### src/rtl/simo_seq_pkg.sv
// Package: shared state encoding and path decoding for the SIMO path sequencer.
// Assumes a single controller clock; path bit positions are fixed and decoded
// by the gate drivers downstream.
package simo_seq_pkg;

    typedef enum logic [2:0] {
        ST_FREE   = 3'd0,
        ST_DEAD   = 3'd1,
        ST_BUCK   = 3'd2,
        ST_DIRECT = 3'd3,
        ST_TOPUP  = 3'd4,
        ST_BOOST  = 3'd5
    } seq_state_t;

    localparam int PATH_N      = 5;
    localparam int PATH_FREE   = 0;
    localparam int PATH_BUCK   = 1;
    localparam int PATH_DIRECT = 2;
    localparam int PATH_TOPUP  = 3;
    localparam int PATH_BOOST  = 4;

    // Map a sequencer state to its one-hot path select (zero in a gap).
    function automatic logic [PATH_N-1:0] path_of(input seq_state_t st);
        logic [PATH_N-1:0] p;
        p = '0;
        case (st)
            ST_FREE:   p[PATH_FREE]   = 1'b1;
            ST_BUCK:   p[PATH_BUCK]   = 1'b1;
            ST_DIRECT: p[PATH_DIRECT] = 1'b1;
            ST_TOPUP:  p[PATH_TOPUP]  = 1'b1;
            ST_BOOST:  p[PATH_BOOST]  = 1'b1;
            default:   p = '0;
        endcase
        return p;
    endfunction

endpackage

### src/rtl/simo_cyc_edge.sv
// Module: edge detector for the switching-cycle clock.
// Assumes cyc_clk is already synchronous to clk; produces one-clock rise and
// fall strobes relative to the value sampled at the previous edge.
module simo_cyc_edge (
    input  logic clk,
    input  logic rst_n,
    input  logic cyc_clk,
    output logic rise,
    output logic fall
);

    logic cyc_q;

    // Remember the cycle clock level of the previous controller edge.
    always_ff @(posedge clk) begin
        if (!rst_n) cyc_q <= 1'b0;
        else        cyc_q <= cyc_clk;
    end

    // Compare present and previous level to find edges.
    always_comb begin
        rise = cyc_clk & ~cyc_q;
        fall = ~cyc_clk & cyc_q;
    end

endmodule

### src/rtl/simo_dead_timer.sv
// Module: dead-time gap counter.
// A load strobe starts a gap of len clocks; expire is high in the last clock
// of the gap. A len of zero is never loaded (the caller bypasses the gap).
module simo_dead_timer #(
    parameter int DT_W = 4
) (
    input  logic            clk,
    input  logic            rst_n,
    input  logic            load,
    input  logic [DT_W-1:0] len,
    output logic            expire
);

    logic [DT_W-1:0] cnt;

    // Load the gap length or count down towards zero.
    always_ff @(posedge clk) begin
        if (!rst_n)          cnt <= '0;
        else if (load)       cnt <= len;
        else if (cnt != '0)  cnt <= cnt - DT_W'(1);
    end

    // Flag the final clock of the gap.
    assign expire = (cnt == DT_W'(1));

endmodule

### src/rtl/simo_out_walker.sv
// Module: serves a group of outputs one after another in ascending index.
// While active, only the current output's enable is high; it moves on when
// that output's flag is sampled low. The index returns to zero whenever the
// group is inactive, so every phase begins at output 0.
module simo_out_walker #(
    parameter int N = 2
) (
    input  logic         clk,
    input  logic         rst_n,
    input  logic         active,
    input  logic [N-1:0] flags,
    output logic [N-1:0] en,
    output logic         done
);

    localparam int IDX_W = (N > 1) ? $clog2(N) : 1;
    localparam logic [IDX_W-1:0] LAST = IDX_W'(N - 1);

    logic [IDX_W-1:0] idx;
    logic             cur_low;

    assign cur_low = ~flags[idx];

    // Advance the served index when the current output is satisfied.
    always_ff @(posedge clk) begin
        if (!rst_n)                          idx <= '0;
        else if (!active)                    idx <= '0;
        else if (cur_low && (idx != LAST))   idx <= idx + IDX_W'(1);
    end

    // Drive the single enable of the output being served.
    always_comb begin
        en = '0;
        if (active) en[idx] = 1'b1;
    end

    // Group finished once the last output's flag is low.
    assign done = active && (idx == LAST) && cur_low;

endmodule

### src/rtl/simo_path_seq.sv
// Module: top-level switching-path sequencer for a single-inductor,
// multi-output converter. Runs buck (or direct-supply), top-up, boost and
// freewheel phases once per cycle-clock period with dead-time gaps between
// paths. Assumes all flag inputs are synchronous to clk.
module simo_path_seq #(
    parameter int NUM_BUCK  = 2,
    parameter int NUM_BOOST = 2,
    parameter int DT_W      = 4
) (
    input  logic                  clk,
    input  logic                  rst_n,
    input  logic                  cyc_clk,
    input  logic [NUM_BUCK-1:0]   buck_flag,
    input  logic [NUM_BOOST-1:0]  boost_flag,
    input  logic                  peak_trip,
    input  logic                  pwr_ok,
    input  logic [DT_W-1:0]       dead_len,
    output logic [4:0]            path_sel,
    output logic [NUM_BUCK-1:0]   buck_en,
    output logic [NUM_BOOST-1:0]  boost_en,
    output logic                  hyst_mode,
    output logic                  overrun
);

    import simo_seq_pkg::*;

    seq_state_t state, nstate, tgt, ntgt, want;
    logic       rise, fall, dead_exp, dead_load;
    logic       buck_done, boost_done, chg, abort, ovr_set, mode_load;
    logic       buck_act, boost_act;

    simo_cyc_edge u_edge (
        .clk     (clk),
        .rst_n   (rst_n),
        .cyc_clk (cyc_clk),
        .rise    (rise),
        .fall    (fall)
    );

    simo_dead_timer #(.DT_W(DT_W)) u_dead (
        .clk    (clk),
        .rst_n  (rst_n),
        .load   (dead_load),
        .len    (dead_len),
        .expire (dead_exp)
    );

    assign buck_act  = (state == ST_BUCK) || (state == ST_DIRECT);
    assign boost_act = (state == ST_BOOST);

    simo_out_walker #(.N(NUM_BUCK)) u_buck_walk (
        .clk    (clk),
        .rst_n  (rst_n),
        .active (buck_act),
        .flags  (buck_flag),
        .en     (buck_en),
        .done   (buck_done)
    );

    simo_out_walker #(.N(NUM_BOOST)) u_boost_walk (
        .clk    (clk),
        .rst_n  (rst_n),
        .active (boost_act),
        .flags  (boost_flag),
        .en     (boost_en),
        .done   (boost_done)
    );

    // Abort applies to any live phase and to gaps leading into one.
    assign abort = fall && (buck_act || boost_act || (state == ST_TOPUP) ||
                            ((state == ST_DEAD) && (tgt != ST_FREE)));

    // Next-state decision: pick the wanted path, then route it via a gap.
    always_comb begin
        nstate    = state;
        ntgt      = tgt;
        want      = state;
        chg       = 1'b0;
        dead_load = 1'b0;
        ovr_set   = 1'b0;
        mode_load = 1'b0;
        case (state)
            ST_FREE: if (rise) begin
                want      = pwr_ok ? ST_BUCK : ST_DIRECT;
                chg       = 1'b1;
                mode_load = 1'b1;
            end
            ST_DEAD: if (dead_exp) nstate = tgt;
            ST_BUCK, ST_DIRECT: if (buck_done) begin
                want = peak_trip ? ST_BOOST : ST_TOPUP;
                chg  = 1'b1;
            end
            ST_TOPUP: if (peak_trip) begin
                want = ST_BOOST;
                chg  = 1'b1;
            end
            ST_BOOST: if (boost_done) begin
                want = ST_FREE;
                chg  = 1'b1;
            end
            default: nstate = ST_FREE;
        endcase
        if (abort) begin
            ovr_set = 1'b1;
            if (state == ST_DEAD) begin
                ntgt   = ST_FREE;
                nstate = dead_exp ? ST_FREE : ST_DEAD;
                chg    = 1'b0;
            end else begin
                want = ST_FREE;
                chg  = 1'b1;
            end
        end
        if (chg) begin
            if (dead_len == '0) begin
                nstate = want;
            end else begin
                nstate    = ST_DEAD;
                ntgt      = want;
                dead_load = 1'b1;
            end
        end
    end

    // Sequencer state, gap target, mode and sticky overrun registers.
    always_ff @(posedge clk) begin
        if (!rst_n) begin
            state     <= ST_FREE;
            tgt       <= ST_FREE;
            hyst_mode <= 1'b0;
            overrun   <= 1'b0;
        end else begin
            state <= nstate;
            tgt   <= ntgt;
            if (mode_load) hyst_mode <= ~pwr_ok;
            if (ovr_set)   overrun   <= 1'b1;
        end
    end

    // Decode the registered state to the one-hot path select.
    assign path_sel = path_of(state);

endmodule

### config.mk
export PLATFORM = sky130hd
export DESIGN_NAME = simo_path_seq
export DESIGN_NICKNAME = d
export VERILOG_FILES = /design/src/rtl/simo_seq_pkg.sv /design/src/rtl/simo_cyc_edge.sv /design/src/rtl/simo_dead_timer.sv /design/src/rtl/simo_out_walker.sv /design/src/rtl/simo_path_seq.sv
export SDC_FILE = /design/constraint.sdc
export NUM_CORES = 1
export LEC_CHECK = 0
export BUFFER_PORTS_ARGS = -buffer_cell sky130_fd_sc_hd__clkbuf_2
export CORE_MARGIN = 4
export CORE_UTILIZATION = 42
export CTS_CLUSTER_SIZE = 14
export DETAILED_ROUTE_END_ITERATION = 10
export GPL_TIMING_DRIVEN = 0
export PLACE_DENSITY = 0.65
export SLEW_MARGIN = 20
export SYNTH_ARGS = -nofsm -noshare
export SYNTH_HDL_FRONTEND = slang
export SYNTH_SLANG_ARGS = --single-unit
### constraint.sdc
create_clock -name clk -period 3.4 [get_ports clk]
set_input_delay 0.51 -clock clk [delete_from_list [all_inputs] [get_ports clk]]
set_output_delay 0.51 -clock clk [all_outputs]
set_load 0.005 [all_outputs]
==> run metrics <==
flip-flop cell with the highest count after synthesis sky130_fd_sc_hd__dfxtp_1; Yosys warning total 0; CTS root buf sky130_fd_sc_hd__clkbuf_4; time the worst path needs with I/O delays and setup 2.69 ns; max-cap violations 0; period utilisation layout approximately four fifths; effective utilization at floorplan between 40% and 50%; pin count of the biggest net entering global routing 11; delay of the slowest cell on the worst path approximately 0.45 ns; Highest Clock Rate 0.372 GHz; highest metal layer with signal wires met4; count of flip-flops with a built-in enable after synthesis 0; share of Yosys cell area claimed by the top area cell type around 26%; vias in the first global route about 1000; number of sinks driven by the clock tree 15; R2R setup slack 0.71 ns; M1 WL roughly 1.3 mm; unrepaired setup endpoints after global routing no; final-layout worst hold slack approximately 0.37 ns; count of buffers added by post-CTS timing repair for setup 0; global-route total usage across every layer approximately 17%; final WL around 2.7 mm; Clock Latency Late Sink 0.30 ns; routed via count divided by cell count about 5.6; CP max FO 10; final setup fails 0; Core Region ~2600 um^2; CTS tree built; die outline height approximately 60 um; path type of the worst min-delay path in -> reg; top-level I/O count 24; net total in the final layout approximately 190; setup_tns 0 ns; count of vias placed by the detailed router between 1000 and 1500; post-synthesis cell type with the largest combined area sky130_fd_sc_hd__dfxtp_1; Detail Route met2 WL between 1 and 1.5 mm; final antenna diode count 0; Seq cells post-synth 15; number of instances in the synthesized netlist roughly 140; DP HPWL between 2 and 2.5 mm; cts hold-fix bufs 0; total gr overflow 0; clock-pin slew on the worst setup and hold paths roughly 0.1 ns; CTS-repair resized insts 0; global-route wire length before repair 4.56 mm; Total Power Consumption 0.600 mW; CP Capture Type flip-flop; leakage power figure around 0.62 nW; Worst EP arrival 2.93 ns; count of input and output buffers 23; IR drop worst, VDD 0.000456 V; number of hold violations in the final report 0; Synth Area per Inst approximately 8.5 um^2; final max-slew violation count 0; P per Cell Area about 440 nW/um^2; proportion of layout cells with a drive suffix above 1 between 30% and 40%; number of distinct library cells after synthesis 49; horizontal die dimension slightly above 60 um; Worst Hold Path Cells 2; number of buffers on the longest clock path 2; length of routed met3 wiring ~130 um; master of the slowest instance on the critical path sky130_fd_sc_hd__dfxtp_1; run status complete, no violations; worst path required time between 3 and 4 ns; Rows 18; first-pass iteration count of the detailed router 4; chain of cells forming the critical path buf_2 > inv_1 > ha_1 > nor4b_4 > a211oi_4 > a311oi_2 > o21ai_2 > buf_6 > or2_1 > a21oi_2; CTS HTree Levels 1; total die area between 3000 and 4000 um^2; number of standard cells in the final layout excluding fillers ~190; DRT antenna net count 0; Post-Synthesis Net Count 158; global placement routability congestion ~0.84; Crit Path Class reg -> reg; final worst clock skew 0.00449 ns; Setup WS pre-CTS 0.754 ns; sequential element share of the synthesized area 25.6%; relative slew slack around three fifths; PnR worst setup slack between 0.7 and 0.8 ns; mapped cell area 1170 um^2; post-synthesis to final-layout area growth 15.4%; Wirelength per Cell 14.1 um; number of design-rule violations left by the first detailed-router iteration 39; number of antenna violations at the first check in global routing 0; total DRC errors in the routed layout 0; total clock buffers created by CTS 3; r2r worst-path depth 10; Startpoint Class flip-flop; dominant cells by area after synthesis sky130_fd_sc_hd__dfxtp_1 (26%), sky130_fd_sc_hd__ha_1 (8.5%), sky130_fd_sc_hd__a21oi_1 (5.1%); Inst Count DP 190; async set-or-reset flop fraction in the synthesized netlist 0%; Worst Tran Pin Value approximately 0.6 ns
-- sequential cells by signal, summed over array words and instances, names as in the netlist --
signal and count:
u_buck_walk.idx 1, overrun 1, u_edge.cyc_q 1, u_boost_walk.idx 1
hyst_mode 1, state 3, tgt 3, u_dead.cnt 4
-- cells in the final DEF (no fill, tap or decap), types with 2 or more instances in the layout --
cell                        Yosys  final
sky130_fd_sc_hd__or4_1          2      2
sky130_fd_sc_hd__buf_6          2      2
sky130_fd_sc_hd__a211oi_2       3      3
sky130_fd_sc_hd__dfxtp_1       15     15
sky130_fd_sc_hd__or3_1          3      3
sky130_fd_sc_hd__ha_1           8      8
sky130_fd_sc_hd__a2bb2oi_1      3      3
sky130_fd_sc_hd__nor3_1         6      6
sky130_fd_sc_hd__a22oi_2        2      2
sky130_fd_sc_hd__nand2_1        9      9
sky130_fd_sc_hd__nor2_1        13     13
sky130_fd_sc_hd__nand3b_1       2      2
sky130_fd_sc_hd__o211ai_1       2      2
sky130_fd_sc_hd__and2_1         4      4
sky130_fd_sc_hd__nor2b_1        3      3
sky130_fd_sc_hd__clkbuf_2       0     23
sky130_fd_sc_hd__buf_2          2      2
sky130_fd_sc_hd__o21ai_0        4      4
sky130_fd_sc_hd__clkbuf_4       0      3
sky130_fd_sc_hd__nand3_1        4      4
sky130_fd_sc_hd__a21oi_1       12     12
sky130_fd_sc_hd__inv_1          9      9
-- critical path, delay by kind of cell, from the launching register on --
family | cells | cell delay, ns
AOI/OAI and AO/OA | 4 | 0.63
adders and majority gates | 1 | 0.42
buffers and inverters | 3 | 0.53
DFF | 1 | 0.45
and+or+nand+nor | 2 | 0.58
-- logic make-up after synthesis --
family / share of synthesized area (%)
muxes: 1.82
adders and majority gates: 8.55
and+or+nand+nor: 32.2
DFF: 25.6
xor gates and xnor gates: 0.748
AOI/OAI and AO/OA: 24.5
buffers and inverters: 6.62
-- synthesized netlist by cell type, types with 2 or more instances --
library cell	count
sky130_fd_sc_hd__or3_1	3
sky130_fd_sc_hd__o211ai_1	2
sky130_fd_sc_hd__inv_1	9
sky130_fd_sc_hd__or4_1	2
sky130_fd_sc_hd__nand3_1	4
sky130_fd_sc_hd__ha_1	8
sky130_fd_sc_hd__a211oi_2	3
sky130_fd_sc_hd__buf_2	2
sky130_fd_sc_hd__nor3_1	6
sky130_fd_sc_hd__nor2_1	13
sky130_fd_sc_hd__and2_1	4
sky130_fd_sc_hd__nand3b_1	2
sky130_fd_sc_hd__a2bb2oi_1	3
sky130_fd_sc_hd__a21oi_1	12
sky130_fd_sc_hd__dfxtp_1	15
sky130_fd_sc_hd__a22oi_2	2
sky130_fd_sc_hd__buf_6	2
sky130_fd_sc_hd__o21ai_0	4
sky130_fd_sc_hd__nor2b_1	3
sky130_fd_sc_hd__nand2_1	9
-- metal layers --
metal | vias to the layer above | GRT usage (%)
met2 | 32 | 25.8
met3 | 5 | 2.77
met4 | 0 | 9.29
met1 | 504 | 22.4
li1 | 549 | -
met5 | - | 0
-- final cells by class --
type                       count  area, um^2
buffer                         6        43.8
clock buffer                   3        22.5
timing repair buffer          23         115
inverter                       9        33.8
fill                         259        1220
tap                           30        37.5
sequential                    15         300
clock inverter                 1        5.00
multi-input combinational    107         793
-- worst paths after layout --
path / start / endpoint
setup reg to reg: state[1] / tgt[0]
hold reg to reg: u_buck_walk.idx / u_buck_walk.idx
setup / recovery: state[1] / tgt[0]
hold / removal: buck_flag[0] / u_buck_walk.idx
-- per-stage QoR --
step,cell area [um^2],util (%)
after global placement,1320,51.6
after floorplan,1170,-
final,1350,52.6
after CTS,1350,52.6
after global routing,1350,52.6
after detailed placement,1320,51.6
-- power breakdown --
part           switching, mW  internal [mW]
sequential            0.0228          0.202
clock                 0.0669         0.0439
combinational          0.146          0.118
(Power assumes the default switching activity.)
